### config.mk
export PLATFORM = sky130hd
export DESIGN_NAME = contrast_pwm
export DESIGN_NICKNAME = d
export VERILOG_FILES = /design/src/rtl/contrast_pwm_pkg.sv /design/src/rtl/pwm_regs.sv /design/src/rtl/pwm_prescaler.sv /design/src/rtl/pwm_core.sv /design/src/rtl/contrast_pwm.sv
export SDC_FILE = /design/constraint.sdc
export NUM_CORES = 1
export LEC_CHECK = 0
export BUFFER_PORTS_ARGS = -buffer_cell sky130_fd_sc_hd__buf_2
export CAP_MARGIN = 0
export CORE_MARGIN = 2
export CORE_UTILIZATION = 45
export DETAILED_ROUTE_END_ITERATION = 12
export PLACE_DENSITY = 0.73
export SYNTH_ARGS = -nofsm -noshare
export SYNTH_HDL_FRONTEND = slang
export SYNTH_SLANG_ARGS = --single-unit
### constraint.sdc
create_clock -name clk -period 2.1 [get_ports clk]
set_clock_uncertainty 0.2 [all_clocks]
set_input_delay 0 -clock clk [delete_from_list [all_inputs] [get_ports clk]]
set_output_delay 0 -clock clk [all_outputs]
set_load 0.01 [all_outputs]
### src/rtl/contrast_pwm_pkg.sv
// Package: shared register addresses and reset constants for the contrast PWM.
// Assumes a two-entry register space selected by a single address bit.
package contrast_pwm_pkg;

    typedef enum logic {
        REG_CTRL = 1'b0,
        REG_DUTY = 1'b1
    } reg_sel_e;

    localparam int unsigned DEF_DUTY_W = 8;
    localparam int unsigned DEF_PSC_W  = 2;
    localparam logic [7:0]  DEF_DUTY   = 8'hC8;

endpackage

### src/rtl/pwm_regs.sv
// Module: control and duty register pair with read mux.
// Assumes DUTY_W >= PSC_W + 2 so the control word fits in the read path.
module pwm_regs
    import contrast_pwm_pkg::*;
#(
    parameter int unsigned          DUTY_W   = DEF_DUTY_W,
    parameter int unsigned          PSC_W    = DEF_PSC_W,
    parameter logic [DUTY_W-1:0]    DUTY_RST = DUTY_W'(DEF_DUTY)
) (
    input  logic              clk,
    input  logic              rst_n,
    input  logic              wr_en,
    input  logic              addr,
    input  logic [DUTY_W-1:0] wr_data,
    output logic [DUTY_W-1:0] rd_data,
    output logic [PSC_W-1:0]  psc_sel,
    output logic              pol_high,
    output logic              enable,
    output logic [DUTY_W-1:0] duty
);
    localparam int unsigned POL_BIT = PSC_W;
    localparam int unsigned EN_BIT  = PSC_W + 1;
    localparam int unsigned CTRL_W  = PSC_W + 2;

    logic [CTRL_W-1:0] ctrl_q;

    // Control word: prescale select, polarity (reset active high), enable (reset off).
    always_ff @(posedge clk) begin
        if (!rst_n) begin
            ctrl_q <= CTRL_W'(1) << POL_BIT;
        end else if (wr_en && reg_sel_e'(addr) == REG_CTRL) begin
            ctrl_q <= wr_data[CTRL_W-1:0];
        end
    end

    // Duty word, reset to its default brightness.
    always_ff @(posedge clk) begin
        if (!rst_n) begin
            duty <= DUTY_RST;
        end else if (wr_en && reg_sel_e'(addr) == REG_DUTY) begin
            duty <= wr_data;
        end
    end

    // Read mux, control word zero-extended.
    always_comb begin
        if (reg_sel_e'(addr) == REG_DUTY) begin
            rd_data = duty;
        end else begin
            rd_data = {{(DUTY_W-CTRL_W){1'b0}}, ctrl_q};
        end
    end

    assign psc_sel  = ctrl_q[PSC_W-1:0];
    assign pol_high = ctrl_q[POL_BIT];
    assign enable   = ctrl_q[EN_BIT];

endmodule

### src/rtl/pwm_prescaler.sv
// Module: tick generator dividing the clock by 2^sel.
// Assumes a select change may land mid-count; a count at or past the limit ticks at once.
module pwm_prescaler #(
    parameter int unsigned PSC_W = 2
) (
    input  logic             clk,
    input  logic             rst_n,
    input  logic             run,
    input  logic [PSC_W-1:0] sel,
    output logic             tick
);
    localparam int unsigned CW = (1 << PSC_W) - 1;

    logic [CW-1:0] pcnt;
    logic [CW-1:0] limit;

    // Terminal count for the selected ratio.
    always_comb begin
        limit = (CW'(1) << sel) - CW'(1);
    end

    assign tick = run && (pcnt >= limit);

    // Cycle counter, cleared while stopped and on every tick.
    always_ff @(posedge clk) begin
        if (!rst_n || !run || tick) begin
            pcnt <= '0;
        end else begin
            pcnt <= pcnt + CW'(1);
        end
    end

endmodule

### src/rtl/pwm_core.sv
// Module: period counter, staged duty copy and registered polarity-aware output.
// Assumes tick is low whenever en is low.
module pwm_core #(
    parameter int unsigned       DUTY_W   = 8,
    parameter logic [DUTY_W-1:0] DUTY_RST = 8'hC8,
    parameter logic              OUT_RST  = 1'b0
) (
    input  logic              clk,
    input  logic              rst_n,
    input  logic              en,
    input  logic              pol_high,
    input  logic              tick,
    input  logic [DUTY_W-1:0] duty_in,
    output logic [DUTY_W-1:0] cnt,
    output logic [DUTY_W-1:0] duty_act,
    output logic              pwm_out
);
    localparam logic [DUTY_W-1:0] CNT_TOP = '1;

    logic on_phase;

    // Counter and working duty: duty tracks while stopped, reloads only at wrap while running.
    always_ff @(posedge clk) begin
        if (!rst_n) begin
            cnt      <= '0;
            duty_act <= DUTY_RST;
        end else if (!en) begin
            cnt      <= '0;
            duty_act <= duty_in;
        end else if (tick) begin
            cnt <= cnt + DUTY_W'(1);
            if (cnt == CNT_TOP) begin
                duty_act <= duty_in;
            end
        end
    end

    assign on_phase = en && (cnt < duty_act);

    // Registered pin with polarity applied; disabled maps to the inactive level.
    always_ff @(posedge clk) begin
        if (!rst_n) begin
            pwm_out <= OUT_RST;
        end else begin
            pwm_out <= pol_high ? on_phase : !on_phase;
        end
    end

endmodule

### src/rtl/contrast_pwm.sv
// Module: top of the contrast/backlight PWM generator.
// Assumes a single clock; register writes act on the next edge.
module contrast_pwm
    import contrast_pwm_pkg::*;
#(
    parameter int unsigned       DUTY_W   = DEF_DUTY_W,
    parameter int unsigned       PSC_W    = DEF_PSC_W,
    parameter logic [DUTY_W-1:0] DUTY_RST = DUTY_W'(DEF_DUTY)
) (
    input  logic              clk,
    input  logic              rst_n,
    input  logic              wr_en,
    input  logic              addr,
    input  logic [DUTY_W-1:0] wr_data,
    output logic [DUTY_W-1:0] rd_data,
    output logic              pwm_out
);
    logic [PSC_W-1:0]  psc_sel;
    logic              pol_high;
    logic              enable;
    logic [DUTY_W-1:0] duty_reg;
    logic              tick;
    logic [DUTY_W-1:0] core_cnt;
    logic [DUTY_W-1:0] core_duty;

    pwm_regs #(
        .DUTY_W   (DUTY_W),
        .PSC_W    (PSC_W),
        .DUTY_RST (DUTY_RST)
    ) u_regs (
        .clk      (clk),
        .rst_n    (rst_n),
        .wr_en    (wr_en),
        .addr     (addr),
        .wr_data  (wr_data),
        .rd_data  (rd_data),
        .psc_sel  (psc_sel),
        .pol_high (pol_high),
        .enable   (enable),
        .duty     (duty_reg)
    );

    pwm_prescaler #(
        .PSC_W (PSC_W)
    ) u_psc (
        .clk   (clk),
        .rst_n (rst_n),
        .run   (enable),
        .sel   (psc_sel),
        .tick  (tick)
    );

    pwm_core #(
        .DUTY_W   (DUTY_W),
        .DUTY_RST (DUTY_RST),
        .OUT_RST  (1'b0)
    ) u_core (
        .clk      (clk),
        .rst_n    (rst_n),
        .en       (enable),
        .pol_high (pol_high),
        .tick     (tick),
        .duty_in  (duty_reg),
        .cnt      (core_cnt),
        .duty_act (core_duty),
        .pwm_out  (pwm_out)
    );

endmodule

==> impl_results.md, run 1 <==
* Number of detailed-routing iterations run before antenna repair at 4
* Number of vias in the routed layout at 1485
* Initial cell density of the core at 47.3%
* Most common cell on crit path: sky130_fd_sc_hd__buf_4
* Tightest Pin Transition at 0.503 ns
* Type of the worst setup path: reg2reg
* Crit share post-route at 100%
* Syn-to-layout area delta at 40.2%
* Cell family contributing the most delay on the critical path: simple AND/OR/NAND/NOR gates
* Clock transition at path regs at 0.09 ns
* Count of boundary I/O pins at 21
* Top post-synthesis cells by count: 34 x sky130_fd_sc_hd__nand2_1, 32 x sky130_fd_sc_hd__dfxtp_1
* Final Max Tran Viols at 0
* IO buf count at 20
* Final hold viol count at 0
* Per-cell routed wire length at 13.1 µm
* Top-count cell post-synth: sky130_fd_sc_hd__nand2_1
* Launch point of the critical path: u_regs.ctrl_q[1]
* Final setup violation count at 1
* Die Area at 0.00403 mm²
* Max-cap check violation count at 0
* Maximum number of buffers from clock root to sink at 2
* DRT antenna net count at 0
* Starting DRC count in detailed routing at 41
* Number of distinct library cells after synthesis at 37
* Largest area contributor in the synthesized netlist: sky130_fd_sc_hd__dfxtp_1
* Wire length of the first global-routing pass at 6740 µm
* Hold Crit Class: in2reg
* Vias in the first global route at 1507
* Number of nets at the end of the flow at 263
* Buffers plus inverters on the worst setup path at 2
* Synth warnings at 0
* CTS tree: yes
* Status: finished, violations left
* Async SR Flop Fraction at 0%
* PnR worst setup slack at -0.00432 ns
* Overall Global Routing Usage at 21.0%
* Routability-driven placement congestion ratio at 0.767
* Post-synth design cell area at 0.00159 mm²
* Worst hold slack after final layout at 0.0413 ns
* Origin of the critical flop-to-flop path: u_regs.ctrl_q[1]
* Sequential cell area fraction in the yosys report at 40.3%
* Cells taking the most area after synthesis: sky130_fd_sc_hd__dfxtp_1 40%, sky130_fd_sc_hd__ha_1 9.4%, sky130_fd_sc_hd__nand2_1 8.0%, sky130_fd_sc_hd__mux2i_1 6.9%, sky130_fd_sc_hd__a21oi_1 3.8%
* Total clock buffers created by CTS at 5
* Number of remaining DRC errors at 0
* Setup TNS Final at -0.00432 ns
* Critical path capture point type: flip-flop
* Antenna diodes at 0
* Power density of the placed cells at 584 mW/mm²
* Post-synth top area share at 40.3%
* Startpoint of the most critical hold path: wr_en
* Die outline width at 63.5 µm
* Slew margin rel. at 66.4%
* CTS H-Tree Depth at 2
* Series of cell instances along the critical path: or2_4 > ha_4 > nand2b_4 > a31oi_4 > buf_4 > buf_4 > or3_4 > a21oi_2
* Post-DP Area at 0.00178 mm²
* Worst reg2reg path depth at 8
* Reported leakage power at 0.929 nW
* Maximum fanout along the worst path at 4
* Setup repair after global routing missed its margin: yes
* Sum of overflow across all layers after global routing at 0
* Net count after synthesis at 209
* Highest cell delay on the worst timing path at 0.36 ns
* Initial antenna violation count at 0
* Die height at 63.5 µm
* Syn Area/Cell at 8.60 µm²
* Post-route core utilization at 66.3%
* Crit path max-delay cell type: sky130_fd_sc_hd__or3_4
* Violations in the final reports: setup timing
* Sink count of the clock tree at 32
* Most common flop cell mapped by yosys: sky130_fd_sc_hd__dfxtp_1
* Summed area of non-filler cells in the final layout at 0.00223 mm²
* Synthesis-stage register bit count at 32
* WL final at 3760 µm
* Critical path data arrival time at 2.16 ns
* Pin count of the biggest net entering global routing at 18
* Vias per inst at 5.19
* Mapped Cells at 185
* Site row count at 21
* Worst skew pair latency at 0.34 ns
* Share of final-layout standard cells stronger than drive strength 1 at 24.6%
* Maximum vdd ir drop at 428 µV
* Number of flops mapped to enable cells by yosys at 0
* Final critical delay including setup and external delays at 2.10 ns
* Clk root buf: sky130_fd_sc_hd__clkbuf_4
* Placeable Area at 0.00336 mm²
* Sum of net half-perimeters after detailed placement at 2240 µm
* Worst Path Required at 2.16 ns
* Worst hold path cell count at 4
* Fmax achieved at 475 MHz
* CP Launch Type: flip-flop
* Number of gates on the worst path with buffers counted at 8
## cells by family after synthesis
kind of cell | synth area share (%)
compound gates | 12.6
xor+xnor | 1.10
fa+ha+maj | 9.43
buf+inv | 5.27
flops | 40.3
mux | 8.33
simple gates | 23.0
## area by class of cell
class | count | area [µm²]
Inverter | 12 | 45.0
Clock inverter | 2 | 35.0
Clock buffer | 6 | 41.3
Fill cell | 270 | 1130
Timing Repair Buffer | 55 | 475
Tap cell | 46 | 57.6
Sequential cell | 32 | 643
Multi-Input combinational cell | 133 | 933
## tightest hold or removal path, delay by kind of cell
family | cells | cell delay [ns]
buffers and inverters | 1 | 0.12
AO/OA/AOI/OAI | 1 | 0.17
AND/OR/NAND/NOR | 2 | 0.25
## layer usage
layer | wire length, µm | global-route usage (%) | vias up
met1 | 1690 | 24.6 | 703
met2 | 1920 | 37.8 | 32
met4 | 38 | 7.07 | 0
li1 | - | - | 745
met3 | 111 | 4.46 | 5
met5 | 0 | 0 | -
## final timing paths
check / slack (ns) / to
worst min register to register: 0.27 / u_core.duty_act[2]
worst min-delay path: 0.04 / u_regs.ctrl_q[1]
worst max register to register: -0.004 / u_core.cnt[4]
worst max-delay path: -0.004 / u_core.cnt[4]
## cell usage in the layout, fill, tap and decap left out, types with 3 or more instances in the layout
cell type / n
sky130_fd_sc_hd__ha_1: 10
sky130_fd_sc_hd__buf_4: 8
sky130_fd_sc_hd__nor3b_1: 3
sky130_fd_sc_hd__dlygate4sd3_1: 22
sky130_fd_sc_hd__nand3_1: 7
sky130_fd_sc_hd__a21oi_2: 3
sky130_fd_sc_hd__and2_1: 5
sky130_fd_sc_hd__mux2i_1: 11
sky130_fd_sc_hd__nand2_1: 33
sky130_fd_sc_hd__buf_2: 20
sky130_fd_sc_hd__o21ai_0: 6
sky130_fd_sc_hd__clkbuf_4: 5
sky130_fd_sc_hd__a21oi_1: 9
sky130_fd_sc_hd__nor2_1: 12
sky130_fd_sc_hd__dfxtp_1: 30
sky130_fd_sc_hd__or3_1: 3
sky130_fd_sc_hd__inv_1: 12
## power breakdown
part / internal (mW) / leakage, nW / switching [mW]
combinational: 0.114 / 0.625 / 0.0857
sequential: 0.627 / 0.261 / 0.0143
clock: 0.250 / 0.0422 / 0.212
## metrics by stage
stage	setup slack [ns]	std cells	power, mW
floorplan	0.0830	185	0.736
global placement	-0.0740	251	0.779
detailed placement	-0.147	251	0.781
CTS	0.0126	285	1.30
global route	-0.0641	286	1.36
finish	-0.00432	286	1.30
## timing repair
| item | 4_1_cts | 5_1_grt |
|---|---|---|
| hold endpoints to repair | 21 | 0 |
| gates resized for setup | 4 | 12 |
| endpoints found under the setup margin | 13 | 14 |
| hold buffers | 22 | 0 |
| cloned | 1 | 0 |
| pin swaps | 5 | 8 |
| buffers inserted | 3 | 1 |
No activity file was read; power rests on OpenSTA's default activity.
==> inputs of run 2 (changes only) <==
--- a/config.mk
+++ b/config.mk
@@ -5,6 +5,7 @@
 export SDC_FILE = /design/constraint.sdc
 export NUM_CORES = 1
 export LEC_CHECK = 0
+export ABC_AREA = 1
 export BUFFER_PORTS_ARGS = -buffer_cell sky130_fd_sc_hd__buf_2
 export CAP_MARGIN = 0
 export CORE_MARGIN = 2
==> impl_results.md, run 2 <==
* Tightest Pin Transition at 0.305 ns (-0.197 ns)
* Number of nets at the end of the flow at 294 (+12%)
* Most frequent cells in the layout: 52 x sky130_fd_sc_hd__nand2_1, 34 x sky130_fd_sc_hd__inv_1, 32 x sky130_fd_sc_hd__dfxtp_1, 27 x sky130_fd_sc_hd__nor2_1, 23 x sky130_fd_sc_hd__nand3_1
* Post-synthesis compound-gate area fraction at 10.1% (-2.5 points)
* Status: finished clean
* Area taken by flip-flops and latches at 641 µm² (-0.39%)
* Per-cell routed wire length at 11.4 µm (-14%)
* Final hold viol count at 0 (unchanged)
* Total clock buffers created by CTS at 5 (unchanged)
* Critical path capture point type: flip-flop
* Async SR Flop Fraction at 0% (unchanged)
* Maximum number of buffers from clock root to sink at 2 (unchanged)
* Final critical delay including setup and external delays at 2.01 ns (-0.0990 ns)
* Pin count of the biggest net entering global routing at 19 (+1)
* Synth warnings at 0 (unchanged)
* CP Launch Type: input port
* Wire length of the first global-routing pass at 6280 µm (-6.9%)
* Top post-synthesis cells by count: 52 x sky130_fd_sc_hd__nand2_1, 34 x sky130_fd_sc_hd__inv_1, 32 x sky130_fd_sc_hd__dfxtp_1, 28 x sky130_fd_sc_hd__nor2_1, 23 x sky130_fd_sc_hd__nand3_1
* Die outline width at 63.8 µm (+0.59%)
* Main combinational cell family by area after synthesis: simple AND/OR/NAND/NOR gates
* Placed instance count at 291 (+16%)
* Number of flops mapped to enable cells by yosys at 0 (unchanged)
* Setup TNS Final at 0 ns (+0.00432 ns)
* Syn-to-layout area delta at 25.4%
* Site row count at 21 (unchanged)
* Maximum fanout along the worst path at 14 (+10)
* Reported leakage power at 0.983 nW (+5.8%)
* Sequential cell area fraction in the yosys report at 39.8% (-0.50 points)
* Fmax achieved at 499 MHz (+4.9%)
* Maximum vdd ir drop at 585 µV (+37%)
* Syn Area/Cell at 7.07 µm² (-18%)
* Summed area of non-filler cells in the final layout at 0.00202 mm² (-9.4%)
* Filler instances at 298 (+10%)
* Routability-driven placement congestion ratio at 0.783 (+2.1%)
* Count of boundary I/O pins at 21 (unchanged)
* Worst skew pair latency at 0.34 ns (about the same)
* Clk root buf: sky130_fd_sc_hd__clkbuf_4
* Critical path data arrival time at 2.04 ns (-0.12 ns)
* Clock transition at path regs at 0.11 ns (+0.02 ns)
* Final Max Tran Viols at 0 (unchanged)
* Most common flop cell mapped by yosys: sky130_fd_sc_hd__dfxtp_1
* Post-DP Area at 0.00176 mm² (-1.5%)
* Type of the worst setup path: in2reg
* Post-synthesis simple-gate area fraction at 30.7% (+7.6 points)
* CTS tree: yes
* Number of distinct library cells after synthesis at 23 (-38%)
* Mapped Cells at 228 (+23%)
* Top-count cell post-synth: sky130_fd_sc_hd__nand2_1
* Net count after synthesis at 252 (+21%)
* Setup repair after global routing missed its margin: no
* Placeable Area at 0.00339 mm² (+0.78%)
* Vias per inst at 4.84 (-6.7%)
* Vias in the first global route at 1460 (-3.1%)
* Crit share post-route at 95.5% (-4.7 points)
* Antenna diodes at 0 (unchanged)
* Flop2flop setup slack at 0.30 ns (+0.30 ns)
* Hold Crit Class: reg2reg
* Number of non-filler instances in the completed layout at 317 (+11%)
* Slew margin rel. at 79.6% (+13 points)
* Mux cell area share after synthesis at 0% (-8.3 points)
* Die Area at 0.00408 mm² (+1.2%)
* DRT antenna net count at 0 (unchanged)
* Post-synth top area share at 39.8% (-0.50 points)
* Leading cell type in the layout, fill and taps excluded: sky130_fd_sc_hd__nand2_1
* Max-cap check violation count at 0 (unchanged)
* Cells taking the most area after synthesis: sky130_fd_sc_hd__dfxtp_1 40%, sky130_fd_sc_hd__nand2_1 12%, sky130_fd_sc_hd__ha_1 9.3%, sky130_fd_sc_hd__inv_1 7.9%, sky130_fd_sc_hd__nand3_1 7.1%
* XOR/XNOR share of the synthesized area at 1.09% (-0.014 points)
* Worst Path Required at 2.14 ns (-0.02 ns)
* CTS H-Tree Depth at 2 (unchanged)
* Sink count of the clock tree at 32 (unchanged)
* Power density of the placed cells at 652 mW/mm² (+12%)
* Die height at 63.8 µm (+0.59%)
* Number of detailed-routing iterations run before antenna repair at 4 (unchanged)
* Adder-cell share of the synthesized area at 9.32% (-0.12 points)
* Initial antenna violation count at 0 (unchanged)
* WL final at 3600 µm (-4.2%)
* Total area of multi-input combinational cells at 832 µm² (-11%)
* Initial cell density of the core at 47.5% (+0.22 points)
* Synthesis-stage register bit count at 32 (unchanged)
* Sum of net half-perimeters after detailed placement at 2370 µm (+5.8%)
* Final setup violation count at 0 (-1)
* Number of remaining DRC errors at 0 (unchanged)
* Post-synth design cell area at 0.00161 mm² (+1.3%)
* Largest area contributor in the synthesized netlist: sky130_fd_sc_hd__dfxtp_1
* Share of final-layout standard cells stronger than drive strength 1 at 13.7% (-11 points)
* IO buf count at 20 (unchanged)
* Sum of overflow across all layers after global routing at 0 (unchanged)
* Number of vias in the routed layout at 1535 (+3.4%)
* Starting DRC count in detailed routing at 79 (+93%)
* Overall Global Routing Usage at 19.9% (-1.1 points)
[run 2: cell type report]
type	count	area share [%]
Timing Repair Buffer	38	13.9
Clock buffer	6	2.04
Sequential cell	32	31.7
Inverter	35	6.63
Tap cell	46	2.85
Clock inverter	2	1.73
Multi-Input combinational cell	158	41.2
[run 2: metal layers]
metal	global-route usage, %	share of wire (%)	vias up
met3	5.63	5.4	16
met1	23.2	42	656
li1	-	-	812
met5	0	0	-
met4	10.9	4.1	0
met2	32.7	48	51
[run 2: through the flow]
stage / power, mW / utilization (%) / setup WS (ns) / hold slack, ns
after CTS: 1.32 / 59.4 / 0.139 / 0.0405
after floorplan: 0.784 / - / 0.450 / -0.0868
final: 1.32 / 59.6 / 0.0947 / 0.250
after global routing: 1.39 / 59.6 / 0.0191 / 0.282
after detailed placement: 0.833 / 51.8 / 0.300 / 0.00281
after global placement: 0.830 / 51.8 / 0.365 / -0.00161
[run 2: path summary, 6_finish.rpt]
kind	depth (start not counted)	startpoint	to
setup / recovery	6	addr	u_regs.duty[5]
hold / removal	1	u_psc.pcnt[0]	u_psc.pcnt[0]
setup reg to reg	7	u_regs.ctrl_q[1]	u_core.duty_act[4]
hold reg to reg	1	u_psc.pcnt[0]	u_psc.pcnt[0]
[run 2: timing repair]
item,in CTS,in global routing
resized for setup,0,2
setup buffers,0,0
setup endpoints to repair,0,1
endpoints found under the hold margin,23,1
hold buffers,18,1
[run 2: logic make-up (layout without fill, tap and decap cells)]
group / Yosys count / in the layout
and+or+nand+nor: 113 / 113
buffers and inverters: 38 / 81
DFF: 32 / 32
AOI/OAI and AO/OA: 31 / 31
adders and majority gates: 12 / 12
xor gates and xnor gates: 2 / 2
[run 2: critical path, stage by stage]
cell and delay [ns]:
sky130_fd_sc_hd__dlygate4sd3_1 0.53, sky130_fd_sc_hd__buf_2 0.27, sky130_fd_sc_hd__nand2_1 0.25, sky130_fd_sc_hd__o21ai_0 0.32, sky130_fd_sc_hd__dlygate4sd3_1 0.62, sky130_fd_sc_hd__nor2_1 0.06
[run 2: power by group]
part	switching, mW	internal [mW]	leakage [nW]	total [mW]
Sequential	0.0198	0.636	0.262	0.656
Combinational	0.113	0.0852	0.679	0.199
Clock	0.215	0.250	0.0422	0.464
Total	0.348	0.971	0.983	1.32
==> inputs of run 3 (changes only) <==
==> constraint.sdc (replaced) <==
create_clock -name clk -period 2.1 [get_ports clk]
set_clock_uncertainty 0.2 [all_clocks]
set_input_delay 0.21 -clock clk [delete_from_list [all_inputs] [get_ports clk]]
set_output_delay 0.21 -clock clk [all_outputs]
set_load 0.01 [all_outputs]
==> impl_results.md, run 3 (same netlist as run 2, synthesis figures left out) <==
* Summed area of non-filler cells in the final layout at 0.00191 mm² (-5.3%)
* Count of boundary I/O pins at 21 (unchanged)
* Total power after layout at 1.29 mW (-2.0%)
* Sum of net half-perimeters after detailed placement at 2370 µm (unchanged)
* Vias per inst at 4.78 (-1.3%)
* Initial antenna violation count at 0 (unchanged)
* Final critical delay including setup and external delays at 1.80 ns (-0.204 ns)
* Setup TNS Final at 0 ns (unchanged)
* WL final at 3160 µm (-12%)
* Routability-driven placement congestion ratio at 0.783 (unchanged)
* Number of vias in the routed layout at 1467 (-4.4%)
* Starting DRC count in detailed routing at 91 (+15%)
* Highest cell delay on the worst timing path at 0.35 ns (-0.27 ns)
* Worst Path Required at 2.16 ns (+0.02 ns)
* Setup repair after global routing missed its margin: no
* Site row count at 21 (unchanged)
* Hold Crit Class: in2reg
* Initial cell density of the core at 47.5% (unchanged)
* Power density of the placed cells at 675 mW/mm² (+3.5%)
* Die Area at 0.00408 mm² (unchanged)
* Clk root buf: sky130_fd_sc_hd__clkbuf_4
* Wire length of the first global-routing pass at 5750 µm (-8.5%)
* Maximum vdd ir drop at 574 µV (-1.9%)
* Met3 Resource Use GR at 4.75% (-0.88 points)
* Reported leakage power at 0.949 nW (-3.4%)
* Status: finished clean
* CP Launch Type: flip-flop
* IO buf count at 20 (unchanged)
* Maximum number of buffers from clock root to sink at 2 (unchanged)
* Type of the worst setup path: reg2reg
* Antenna diodes at 0 (unchanged)
* Die height at 63.8 µm (unchanged)
* Tightest Pin Transition at 0.300 ns (-0.00493 ns)
* Fmax achieved at 555 MHz (+11%)
* Met2 Usage GRT at 29.8% (-2.9 points)
* Slew margin rel. at 80.0% (+0.33 points)
* Worst reg2reg path depth at 6 (-1)
* Share of final-layout standard cells stronger than drive strength 1 at 13.8% (+0.14 points)
* CTS H-Tree Depth at 2 (unchanged)
* Sum of overflow across all layers after global routing at 0 (unchanged)
* Crit path max-delay cell type: sky130_fd_sc_hd__dfxtp_1
* GRT Max-Usage Layer: met2
* Overall Global Routing Usage at 18.0% (-1.9 points)
* Final hold viol count at 0 (unchanged)
* Clock transition at path regs at 0.11 ns (about the same)
* Die outline width at 63.8 µm (unchanged)
* Final setup violation count at 0 (unchanged)
* Max-cap check violation count at 0 (unchanged)
* Pin count of the biggest net entering global routing at 19 (unchanged)
* Number of remaining DRC errors at 0 (unchanged)
* Final Max Tran Viols at 0 (unchanged)
* Total clock buffers created by CTS at 5 (unchanged)
* Number of nets at the end of the flow at 284 (-3.4%)
* Setup bufs post-CTS at 0 (unchanged)
* Vias in the first global route at 1361 (-6.8%)
* Post-DP Area at 0.00176 mm² (unchanged)
* Worst skew pair latency at 0.34 ns (about the same)
* Worst hold slack after final layout at 0.0148 ns (-0.235 ns)
* Placeable Area at 0.00339 mm² (unchanged)
* Crit share post-route at 85.8% (-9.7 points)
* Leading cell type in the layout, fill and taps excluded: sky130_fd_sc_hd__nand2_1
* DRT antenna net count at 0 (unchanged)
* Worst hold path cell count at 2 (+1)
* Most frequent cells in the layout: 52 x sky130_fd_sc_hd__nand2_1, 34 x sky130_fd_sc_hd__inv_1, 32 x sky130_fd_sc_hd__dfxtp_1, 28 x sky130_fd_sc_hd__nor2_1, 23 x sky130_fd_sc_hd__nand3_1
* Sink count of the clock tree at 32 (unchanged)
* Met1 global-route usage at 22.2% (-0.99 points)
* CTS tree: yes
* Syn-to-layout area delta at 18.7%
* Maximum fanout along the worst path at 9 (-5)
* Per-cell routed wire length at 10.3 µm (-9.4%)
* Series of cell instances along the critical path: ha_1 > a21oi_2 > nand4_2 > nand2_4 > nand2_1 > a21oi_1
* Critical path data arrival time at 1.86 ns (-0.18 ns)
* Critical path capture point type: flip-flop
* Number of detailed-routing iterations run before antenna repair at 4 (unchanged)
## run 3: cell count changes in the layout (fill, tap and decap cells not counted), sizes merged
cell         before  now
dlygate4sd3      18    8
## run 3: area by class of cell
type | count | area, µm²
Clock buffer | 6 | 41.3
Clock inverter | 2 | 35.0
Fill cell | 321 | 1480
Inverter | 35 | 134
Multi-Input combinational cell | 158 | 825
Sequential cell | 32 | 641
Tap cell | 46 | 57.6
Timing Repair Buffer | 28 | 180
## run 3: layer usage
metal	vias to the layer above	wire, µm
met3	5	121
met2	25	1500
li1	794	-
met4	0	47
met1	643	1500
met5	-	0
## run 3: worst paths after layout
| check | from | endpoint | slack, ns |
|---|---|---|---|
| max reg2reg | u_psc.pcnt[2] | u_core.duty_act[4] | 0.30 |
| min | rst_n | u_regs.duty[6] | 0.01 |
| max | u_psc.pcnt[2] | u_core.duty_act[4] | 0.30 |
| min reg2reg | u_psc.pcnt[0] | u_psc.pcnt[0] | 0.25 |
## run 3: worst max-delay path: cells and delay by family (launching register included)
family,cells,cell delay [ns]
AOI/OAI and AO/OA,2,0.32
and+or+nand+nor,3,0.50
adders and majority gates,1,0.34
DFF,1,0.35
## run 3: repair_timing
action | CTS | global route
hold buffers | 8 | 0
endpoints found under the hold margin | 12 | 0
gates resized for setup | 0 | 0
## run 3: stage by stage
| stage | util, % | worst slack (ns) | instances |
|---|---|---|---|
| 2_1_floorplan | - | 0.450 | 228 |
| 3_3_place_gp | 51.8 | 0.365 | 291 |
| 3_5_place_dp | 51.8 | 0.300 | 291 |
| 4_1_cts | 56.4 | 0.275 | 307 |
| 5_1_grt | 56.4 | 0.168 | 307 |
| 6_report | 56.4 | 0.299 | 307 |
## run 3: where the power goes
group | internal [mW] | switching, mW | total (mW)
Combinational | 0.0710 | 0.103 | 0.174
Sequential | 0.636 | 0.0199 | 0.656
Clock | 0.249 | 0.212 | 0.462
